[config.mk]
export PLATFORM = sky130hd
export DESIGN_NAME = supply_mon_ctrl
export DESIGN_NICKNAME = d
export VERILOG_FILES = /design/src/rtl/smc_pkg.sv /design/src/rtl/smc_regs.sv /design/src/rtl/smc_seq.sv /design/src/rtl/smc_detect.sv /design/src/rtl/supply_mon_ctrl.sv
export SDC_FILE = /design/constraint.sdc
export NUM_CORES = 1
export LEC_CHECK = 0
export BUFFER_PORTS_ARGS = -buffer_cell sky130_fd_sc_hd__buf_2
export CAP_MARGIN = 20
export CORE_UTILIZATION = 50
export CTS_BUF_LIST = sky130_fd_sc_hd__clkbuf_4 sky130_fd_sc_hd__clkbuf_8
export CTS_CLUSTER_DIAMETER = 60
export DETAILED_ROUTE_END_ITERATION = 10
export PLACE_DENSITY = 0.77
export SLEW_MARGIN = 20
export SYNTH_ARGS = -nofsm -noshare
export SYNTH_HDL_FRONTEND = slang
export SYNTH_SLANG_ARGS = --single-unit
[constraint.sdc]
create_clock -name clk_i -period 2.85 [get_ports clk_i]
set_input_delay 0.57 -clock clk_i [delete_from_list [all_inputs] [get_ports clk_i]]
set_output_delay 0.57 -clock clk_i [all_outputs]
set_load 0.02 [all_outputs]
[src/rtl/smc_pkg.sv]
package smc_pkg;
  localparam logic [1:0] ADDR_CFG  = 2'd0;
  localparam logic [1:0] ADDR_STAT = 2'd1;
  localparam logic [1:0] ADDR_IEN  = 2'd2;

  typedef enum logic [1:0] {
    MODE_OFF  = 2'd0,
    MODE_RST  = 2'd1,
    MODE_IRQ  = 2'd2,
    MODE_RSVD = 2'd3
  } mon_mode_e;

  function automatic logic mode_active(mon_mode_e m);
    return (m == MODE_RST) || (m == MODE_IRQ);
  endfunction
endpackage

[src/rtl/smc_regs.sv]
module smc_regs
  import smc_pkg::*;
#(
  parameter int DW    = 32,
  parameter int CAL_W = 8,
  parameter int PER_W = 4
) (
  input  logic             clk_i,
  input  logic             rst_ni,
  input  logic             we_i,
  input  logic [1:0]       addr_i,
  input  logic [DW-1:0]    wdata_i,
  input  logic [CAL_W-1:0] calib_factory_i,
  input  logic             active_i,
  input  logic             det_i,
  output logic [DW-1:0]    rdata_o,
  output mon_mode_e        mode_o,
  output logic             force_o,
  output logic [PER_W-1:0] per_o,
  output logic [CAL_W-1:0] cal_o,
  output logic             lock_o,
  output logic             done_o,
  output logic             mask_o,
  output logic [PER_W+CAL_W+3:0] snap_o
);
  localparam int FORCE_BIT = 2;
  localparam int PER_LSB   = 4;
  localparam int CAL_LSB   = PER_LSB + PER_W;
  localparam int LOCK_BIT  = CAL_LSB + CAL_W;
  localparam int ON_BIT    = LOCK_BIT + 1;
  localparam int DONE_BIT  = LOCK_BIT + 2;

  mon_mode_e        mode_q;
  logic             force_q;
  logic [PER_W-1:0] per_q;
  logic [CAL_W-1:0] cal_q;
  logic             lock_q, done_q, mask_q;
  logic             cfg_wr, ien_wr;
  logic             unused_wbits;

  assign cfg_wr = we_i && (addr_i == ADDR_CFG) && !lock_q;
  assign ien_wr = we_i && (addr_i == ADDR_IEN) && wdata_i[0];
  assign unused_wbits = ^{wdata_i[DW-1:LOCK_BIT+1], wdata_i[3]};

  always_ff @(posedge clk_i or negedge rst_ni) begin
    if (!rst_ni) begin
      mode_q  <= MODE_OFF;
      force_q <= 1'b0;
      per_q   <= '0;
      cal_q   <= '0;
      lock_q  <= 1'b0;
      done_q  <= 1'b0;
      mask_q  <= 1'b0;
    end else begin
      if (cfg_wr) begin
        mode_q  <= mon_mode_e'(wdata_i[1:0]);
        force_q <= wdata_i[FORCE_BIT];
        per_q   <= wdata_i[PER_LSB +: PER_W];
        cal_q   <= wdata_i[CAL_LSB +: CAL_W];
        lock_q  <= wdata_i[LOCK_BIT];
      end
      // factory load takes precedence on the first cycle out of reset
      if (!done_q) begin
        cal_q  <= calib_factory_i;
        done_q <= 1'b1;
      end
      if (ien_wr) mask_q <= 1'b1;
    end
  end

  always_comb begin
    rdata_o = '0;
    case (addr_i)
      ADDR_CFG: begin
        rdata_o[1:0]               = mode_q;
        rdata_o[FORCE_BIT]         = force_q;
        rdata_o[PER_LSB +: PER_W]  = per_q;
        rdata_o[CAL_LSB +: CAL_W]  = cal_q;
        rdata_o[LOCK_BIT]          = lock_q;
        rdata_o[ON_BIT]            = active_i;
        rdata_o[DONE_BIT]          = done_q;
      end
      ADDR_STAT: begin
        rdata_o[0] = det_i;
        rdata_o[1] = mask_q;
      end
      default: rdata_o = '0;
    endcase
  end

  assign mode_o  = mode_q;
  assign force_o = force_q;
  assign per_o   = per_q;
  assign cal_o   = cal_q;
  assign lock_o  = lock_q;
  assign done_o  = done_q;
  assign mask_o  = mask_q;
  assign snap_o  = {lock_q, cal_q, per_q, force_q, mode_q};
endmodule

[src/rtl/smc_seq.sv]
module smc_seq #(
  parameter int PER_W    = 4,
  parameter int WIN_LEN  = 4,
  parameter int OFF_BASE = 5
) (
  input  logic             clk_i,
  input  logic             rst_ni,
  input  logic             samp_i,
  input  logic             tick_i,
  input  logic [PER_W-1:0] period_i,
  output logic             win_o,
  output logic             strobe_o
);
  localparam int CNT_W = (1 << PER_W) + OFF_BASE;
  localparam int WIN_W = (WIN_LEN > 1) ? $clog2(WIN_LEN) : 1;
  localparam int SH_W  = $clog2(CNT_W);

  logic             off_q;
  logic [WIN_W-1:0] win_cnt_q;
  logic [CNT_W-1:0] off_cnt_q;
  logic [SH_W-1:0]  shamt;
  logic [CNT_W-1:0] off_last;
  logic             win_last;

  assign shamt    = SH_W'(period_i) + SH_W'(OFF_BASE);
  assign off_last = (CNT_W'(1) << shamt) - CNT_W'(1);
  assign win_last = (win_cnt_q == WIN_W'(WIN_LEN - 1));

  always_ff @(posedge clk_i or negedge rst_ni) begin
    if (!rst_ni) begin
      off_q     <= 1'b0;
      win_cnt_q <= '0;
      off_cnt_q <= '0;
    end else if (!samp_i) begin
      off_q     <= 1'b0;
      win_cnt_q <= '0;
      off_cnt_q <= '0;
    end else if (tick_i) begin
      if (!off_q) begin
        if (win_last) begin
          off_q     <= 1'b1;
          win_cnt_q <= '0;
        end else begin
          win_cnt_q <= win_cnt_q + WIN_W'(1);
        end
      end else if (off_cnt_q == off_last) begin
        off_q     <= 1'b0;
        off_cnt_q <= '0;
      end else begin
        off_cnt_q <= off_cnt_q + CNT_W'(1);
      end
    end
  end

  assign win_o    = ~off_q;
  assign strobe_o = samp_i & tick_i & ~off_q & win_last;
endmodule

[src/rtl/smc_detect.sv]
module smc_detect #(
  parameter int SYNC_STAGES = 2
) (
  input  logic clk_i,
  input  logic rst_ni,
  input  logic cmp_i,
  input  logic cont_i,
  input  logic strobe_i,
  input  logic mask_i,
  input  logic rst_mode_i,
  output logic det_o,
  output logic irq_o,
  output logic rst_req_o
);
  logic cmp_sync;
  logic det_q, det_d_q;

  generate
    if (SYNC_STAGES < 2) begin : g_sync1
      logic s_q;
      always_ff @(posedge clk_i or negedge rst_ni) begin
        if (!rst_ni) s_q <= 1'b0;
        else         s_q <= cmp_i;
      end
      assign cmp_sync = s_q;
    end else begin : g_syncn
      logic [SYNC_STAGES-1:0] s_q;
      always_ff @(posedge clk_i or negedge rst_ni) begin
        if (!rst_ni) s_q <= '0;
        else         s_q <= {s_q[SYNC_STAGES-2:0], cmp_i};
      end
      assign cmp_sync = s_q[SYNC_STAGES-1];
    end
  endgenerate

  always_ff @(posedge clk_i or negedge rst_ni) begin
    if (!rst_ni) begin
      det_q   <= 1'b0;
      det_d_q <= 1'b0;
    end else begin
      if (cont_i || strobe_i) det_q <= cmp_sync;
      det_d_q <= det_q;
    end
  end

  assign det_o     = det_q;
  assign irq_o     = det_q & ~det_d_q & mask_i;
  assign rst_req_o = rst_mode_i & det_q;
endmodule

[src/rtl/supply_mon_ctrl.sv]
module supply_mon_ctrl
  import smc_pkg::*;
#(
  parameter int DW          = 32,
  parameter int CAL_W       = 8,
  parameter int PER_W       = 4,
  parameter int SLEEP_W     = 3,
  parameter int DEEP_MIN    = 6,
  parameter int WIN_LEN     = 4,
  parameter int OFF_BASE    = 5,
  parameter int SYNC_STAGES = 2
) (
  input  logic               clk_i,
  input  logic               rst_ni,
  input  logic               reg_we_i,
  input  logic [1:0]         reg_addr_i,
  input  logic [DW-1:0]      reg_wdata_i,
  output logic [DW-1:0]      reg_rdata_o,
  input  logic [SLEEP_W-1:0] sleep_mode_i,
  input  logic               slow_tick_i,
  input  logic               cmp_below_i,
  input  logic [CAL_W-1:0]   calib_factory_i,
  output logic [CAL_W-1:0]   cal_o,
  output logic               cmp_en_o,
  output logic               osc_en_o,
  output logic               por_dis_o,
  output logic               irq_o,
  output logic               rst_req_o
);
  localparam int SNAP_W = PER_W + CAL_W + 4;

  mon_mode_e        mode_q;
  logic             force_q, lock_q, cal_done, mask_q;
  logic [PER_W-1:0] per_q;
  logic [SNAP_W-1:0] cfg_snap;
  logic             mon_en, deep_sleep, samp_mode;
  logic             win_on, strobe, det_q;

  assign mon_en     = mode_active(mode_q);
  assign deep_sleep = (sleep_mode_i >= SLEEP_W'(DEEP_MIN));
  assign samp_mode  = mon_en & (force_q | deep_sleep);

  smc_regs #(.DW(DW), .CAL_W(CAL_W), .PER_W(PER_W)) u_regs (
    .clk_i          (clk_i),
    .rst_ni         (rst_ni),
    .we_i           (reg_we_i),
    .addr_i         (reg_addr_i),
    .wdata_i        (reg_wdata_i),
    .calib_factory_i(calib_factory_i),
    .active_i       (mon_en),
    .det_i          (det_q),
    .rdata_o        (reg_rdata_o),
    .mode_o         (mode_q),
    .force_o        (force_q),
    .per_o          (per_q),
    .cal_o          (cal_o),
    .lock_o         (lock_q),
    .done_o         (cal_done),
    .mask_o         (mask_q),
    .snap_o         (cfg_snap)
  );

  smc_seq #(.PER_W(PER_W), .WIN_LEN(WIN_LEN), .OFF_BASE(OFF_BASE)) u_seq (
    .clk_i   (clk_i),
    .rst_ni  (rst_ni),
    .samp_i  (samp_mode),
    .tick_i  (slow_tick_i),
    .period_i(per_q),
    .win_o   (win_on),
    .strobe_o(strobe)
  );

  smc_detect #(.SYNC_STAGES(SYNC_STAGES)) u_det (
    .clk_i     (clk_i),
    .rst_ni    (rst_ni),
    .cmp_i     (cmp_below_i),
    .cont_i    (mon_en & ~samp_mode),
    .strobe_i  (strobe),
    .mask_i    (mask_q),
    .rst_mode_i(mode_q == MODE_RST),
    .det_o     (det_q),
    .irq_o     (irq_o),
    .rst_req_o (rst_req_o)
  );

  assign cmp_en_o  = mon_en & (~samp_mode | win_on);
  assign osc_en_o  = samp_mode;
  assign por_dis_o = mon_en;
endmodule

After elaboration in Yosys (flattened, before gate mapping)

Cells that the tools add are included.

Register bits after elaboration: 46
Input port bits: 50

Add/subtract/negate cells: 4
Order comparisons: 1
Equality and inequality tests: 10
Shift-type cells: 1
Multiplexer cells: 18
Bitwise gates (word level): 14
Reductions and logical operators: 10

Operator list:

| kind                                                   | number |
|---|---|
| 2-to-1 mux 21 bit                                      | 4 |
| adder 21 x 1 -> 21 bit (second input constant)         | 1 |
| == test 21 bit                                         | 1 |
| << shifter 1 x 5 -> 21 bit (first input constant)      | 1 |
| subtractor 21 x 2 -> 21 bit (second input constant)    | 1 |
| 2-to-1 mux 8 bit                                       | 2 |
| 2-to-1 mux 15 bit                                      | 1 |
| bitwise AND 1 bit                                      | 9 |
| 2-to-1 mux 2 bit                                       | 4 |
| == test 2 bit (second input constant)                  | 3 |
| 2-to-1 mux 1 bit                                       | 6 |
| inequality test 2 bit (second input constant)          | 3 |
| adder 4 x 3 -> 5 bit (second input constant)           | 1 |
| == test 2 x 1 -> 1 bit (second input constant)         | 2 |
| logical AND 1 bit                                      | 4 |
| one-hot mux 2 bit (2 select lines)                     | 1 |
| AND reduction 2 bit                                    | 2 |
| >= comparator 3 bit (second input constant)            | 1 |
| inverter 1 bit                                         | 3 |
| adder 2 x 1 -> 2 bit (second input constant)           | 1 |
| logical NOT 2 bit                                      | 1 |
| logical OR 1 bit                                       | 2 |
| inequality test 2 x 1 -> 1 bit (second input constant) | 1 |
| bitwise OR 1 bit                                       | 2 |
| logical NOT 1 bit                                      | 1 |

Logic depth before layout (Yosys ltp)

Depth after elaboration: 8
Depth in mapped cells: 10

Modules after synthesis

Synthesis repeated with hierarchy kept, for this count alone.

Cells, all modules: 399
Area, all modules: 3484.6 µm²

Modules (own cells, without submodules):

| module          | instances | cells each | area an instance (µm²) | seq. area each (µm²) |
|---|---|---|---|---|
| smc_seq         | 1         | 273        | 2184.6                 | 600.6 |
| smc_regs        | 1         | 111        | 1123.6                 | 450.4 |
| smc_detect      | 1         | 8          | 130.1                  | 100.1 |
| supply_mon_ctrl | 1         | 7          | 46.3                   | 0.0 |

Worst setup path before layout

Ideal clock, no wire load.

Path kind: register to output
Start point: register u_regs.mode_q[0] (netlist: u_regs.mode_o[0])
End point: output port osc_en_o
Arrival: 1.699 ns
Data required time: 2.280 ns
Setup slack: 0.581 ns
Stages on the path, launching flop included: 7
Path buffers: 2
Path through: dfrtp_1 -> ha_1 -> inv_1 -> nand2_1 -> clkbuf_1 -> clkinv_1 -> clkbuf_1

Word-level cells in the longest chain between the ends: 3
Elaborated cells between the ends (all ways): 4
Classes of those cells: eq/ne (2); bitwise (1); reduce/logical (1)

RTL lines:

| item                                                           | line                  | text |
|---|---|---|
| start, declared                                                | smc_regs.sv:33        | `mon_mode_e mode_q;` |
| start signal, assigned                                         | smc_regs.sv:56        | `mode_q <= mon_mode_e'(wdata_i[1:0]);` |
| == test 2 x 1 -> 1 bit / == test 2 bit (equally long branches) | smc_pkg.sv:14         | `return (m == MODE_RST) \|\| (m == MODE_IRQ);` |
| logical OR 1 bit *                                             | smc_pkg.sv:14         |  |
| via por_dis_o                                                  | supply_mon_ctrl.sv:26 | `output logic por_dis_o,` |
| bitwise AND 1 bit *                                            | supply_mon_ctrl.sv:41 | `assign samp_mode = mon_en & (force_q \| deep_sleep);` |
| end, declared                                                  | supply_mon_ctrl.sv:25 | `output logic osc_en_o,` |

The timed path passes the listed nets; every way through them passes the cells marked *.

Worst setup path after layout

Start point: register u_regs.per_q[2] (netlist: u_regs.per_o[2])
End point: register u_seq.off_cnt_q[3]

Word-level cells in the longest chain between the ends: 8

RTL lines:

| item                        | line           | text |
|---|---|---|
| start, declared             | smc_regs.sv:35 | `logic [PER_W-1:0] per_q;` |
| start signal, assigned      | smc_regs.sv:58 | `per_q <= wdata_i[PER_LSB +: PER_W];` |
| adder 4 x 3 -> 5 bit        | smc_seq.sv:25  | `assign shamt = SH_W'(period_i) + SH_W'(OFF_BASE);` |
| << shifter 1 x 5 -> 21 bit  | smc_seq.sv:26  | `assign off_last = (CNT_W'(1) << shamt) - CNT_W'(1);` |
| subtractor 21 x 2 -> 21 bit | smc_seq.sv:26  |  |
| == test 21 bit              | smc_seq.sv:46  | `end else if (off_cnt_q == off_last) begin` |
| 2-to-1 mux 21 bit           | smc_seq.sv:46  |  |
| 2-to-1 mux 21 bit           | smc_seq.sv:39  | `if (!off_q) begin` |
| 2-to-1 mux 21 bit           | smc_seq.sv:38  | `end else if (tick_i) begin` |
| 2-to-1 mux 21 bit           | smc_seq.sv:34  | `end else if (!samp_i) begin` |
| end signal, assigned        | smc_seq.sv:50  | `off_cnt_q <= off_cnt_q + CNT_W'(1);` |
| end, declared               | smc_seq.sv:20  | `logic [CNT_W-1:0] off_cnt_q;` |

Every way passes these cells. The select of a mux whose other input is x is not followed.
A chain may end at the register's enable or synchronous reset.

==> results.cfg <==
[pwr]
p_comb_frac = 0.445
seq_power_share = 0.364
sw_frac_of_total = 0.4192
power.leakage_nw = 1.656
intPower_mw = 1.278
ir_drop_uv = 517.8
power_mw = 2.201
p_sw_mw = 0.9224
power_per_cell_area_nw_per_um2 = 591.0
clock_power_share = 0.191

[drt]
drt_pass1_iterations = 8
wire_per_inst_um = 15.16
vias = 3036
drtIter0Drc = 274
drt_wl_total_um = 7899
avgViaCountPerCell = 5.827
drc = 6
ant_nets = 0

[clock_tree]
tritoncts = done
clock_path_buffers = 2
cts.sinks = 46
cts_setup_buffers = 0
root_buffer = clkbuf_8
cts.clk_slew.worst_paths_ps = 90
clock_latency_ps = 300
numCtsBuffers = 5
cts_resized = 0
cts_hold_buf = 0
htree_levels = 2

[synthesis]
synthDistinctLibCells = 64
syn_area_per_cell_sq_um = 8.440
synth-edff-count = 0
ys.flop_type = dfrtp_1
netlist_top_cells_count = 46 x dfrtp_1, 34 x nor2_1, 31 x a21oi_1
synth_top_cells_by_area = dfrtp_1 34%, buf_4 5.6%, a21oi_1 4.6%, a31o_2 4.2%, mux2i_1 3.9%
async_flop_share = 1.000
yosys_warnings = 0
seq_area_frac_synth = 0.3435
synth_top_area_share = 0.3435
syn-cell-area_sq_um = 3351
yosysMostFrequentCell = dfrtp_1
synth-seq-cells = 46
synthCells = 397
yosysTopAreaCell = dfrtp_1

[die]
placeableCoreArea_sq_um = 6422
initial_core_util = 0.5217
row_count = 29
die_y_um = 83.86
die_area_sq_um = 7033
ioPinCount = 95
die_x_um = 83.86

[timing]
rsz0062_at_grt = no
setup_viol = 0
fin_skew_ps = 2.869
max_freq_mhz = 412.1
post-route-min-period_ps = 2427
setup_tns_ps = 0
drv_slew = 0
period_share = 0.8514
hold_viol = 0

[critical_path]
crit_type = register to register
cp_data_required_time_ps = 3040
critPathTopFamily = simple AND/OR/NAND/NOR gates
regToRegStartpoint = u_regs.per_o[2]
worstPathArrival_ps = 2620
crit_path_end_kind = register
slowest_delay_ps = 400
rr_worst_depth = 9
worstPathMaxFanout = 21
cp_slowest_cell = dfrtp_1
startpoint_type = register
worst-path-buf-inv = 2
crit_chain = buf_4 > or3_1 > a221oi_2 > o211ai_1 > nor4_1 > and4_1 > buf_12 > nor2_2 > o311a_1
r2r_setup_slack_ps = 420
reg2reg_to = u_seq.off_cnt_q[3]

[finish]
num-nets-final = 497
area_growth_pct = 11.13
diodes = 0
post_route_cells_drive_above_1_share = 0.2680
utilization = 0.5798
fillerInstances = 595

[global_routing]
met2_usage = 0.4136
grt_max_degree = 38
met1_usage = 0.3023
antenna_found_initial = 0
grt_usage = 0.2361
grt_pass1_vias = 3006
use_met3 = 0.03759
grt_first_pass_wirelength_um = 13580
busiest_layer = met2
overflow = 0

[placement]
hpwl_um = 5606
routabilityCongestion = 0.8430
io_buffers = 63

[run_status]
status = complete, but fails checks
violations = DRC

[job]
cap_violations = 0

[min_path]
hold_path.class = input port to async pin
[sequential cells by signal (all words and copies together), names as in the netlist]
register,count
u_seq.off_cnt_q,21
u_det.det_d_q,1
u_seq.win_cnt_q,2
u_regs.mask_o,1
u_det.det_o,1
u_regs.mode_o,2
u_regs.per_o,4
u_regs.cal_o,8
u_det.g_syncn.s_q,2
u_regs.done_o,1
u_seq.off_q,1
u_regs.lock_o,1
u_regs.force_o,1
[metal layers]
metal	share of wire	up-vias
met5	0	-
met4	0.0097	0
met3	0.048	8
met2	0.49	90
met1	0.46	1452
li1	-	1486
[cell families (layout without fill, tap and decap cells)]
group | count (synthesis) | in the layout | share of synthesized area
buf+inv | 64 | 96 | 0.1049
xor+xnor | 7 | 7 | 0.01830
fa+ha+maj | 4 | 4 | 0.01494
mux | 19 | 19 | 0.05900
other cells | 2 | 17 | 0.002241
simple gates | 162 | 162 | 0.2618
compound gates | 93 | 93 | 0.1953
flops | 46 | 46 | 0.3435
[cell type report]
type | count | area [sq um] | area share
inverters | 9 | 33.78 | 0.009073
clock buffers | 6 | 76.32 | 0.02050
multi-input cells | 302 | 1904 | 0.5114
clock inverters | 2 | 13.76 | 0.003696
repair buffers | 79 | 447.9 | 0.1203
flip-flops and latches | 46 | 1151 | 0.3091
well taps | 77 | 96.34 | 0.02587
[power groups by stage]
stage,combinational (mW),sequential (mW),clock [mW]
2_1_floorplan,0.734,0.778,0
3_3_place_gp,0.942,0.811,0
3_5_place_dp,0.966,0.814,0
4_1_cts,0.971,0.801,0.429
5_1_grt,1.07,0.815,0.457
6_report,0.979,0.801,0.421
[worst max-delay path by stage]
| stage | slack, ps | start | end | cells after the start |
|---|---|---|---|---|
| 3_3_place_gp | 470 | u_regs.per_o[1] | u_seq.off_cnt_q[3] | 8 |
| 2_1_floorplan | 580 | u_regs.mode_o[0] | osc_en_o | 6 |
| 4_1_cts | 430 | u_regs.per_o[2] | u_seq.off_cnt_q[3] | 9 |
| 3_5_place_dp | 460 | u_regs.per_o[2] | u_seq.off_cnt_q[3] | 9 |
| 5_1_grt | 320 | u_regs.per_o[2] | u_seq.off_cnt_q[3] | 9 |
| 6_report | 420 | u_regs.per_o[2] | u_seq.off_cnt_q[3] | 9 |
[cell usage in the layout (no fill, tap or decap), drive strengths merged, types with 5 or more instances in the layout]
cell type / netlist / final
and2: 17 / 17
buf: 35 / 79
clkbuf: 20 / 6
a31o: 16 / 16
nor2: 35 / 35
conb: 2 / 17
dfrtp: 46 / 46
nand2: 25 / 25
nand2b: 5 / 5
nor3: 15 / 15
inv: 8 / 8
o21ai: 11 / 11
or4: 12 / 12
mux2i: 13 / 13
nand3b: 5 / 5
mux2: 6 / 6
a21oi: 31 / 31
nand3: 25 / 25
[per-stage QoR]
step	worst slack, ps	area [sq um]	hold WS (ps)	std cells
global placement	468.8	3633	334.7	513
finish	423.4	3724	191.8	521
floorplan	581.3	3407	274.4	412
CTS	426.3	3724	201.1	521
global route	324.8	3724	203.7	521
detailed placement	464.8	3633	348.4	513
Note: power is estimated with default switching activity, not from simulation.
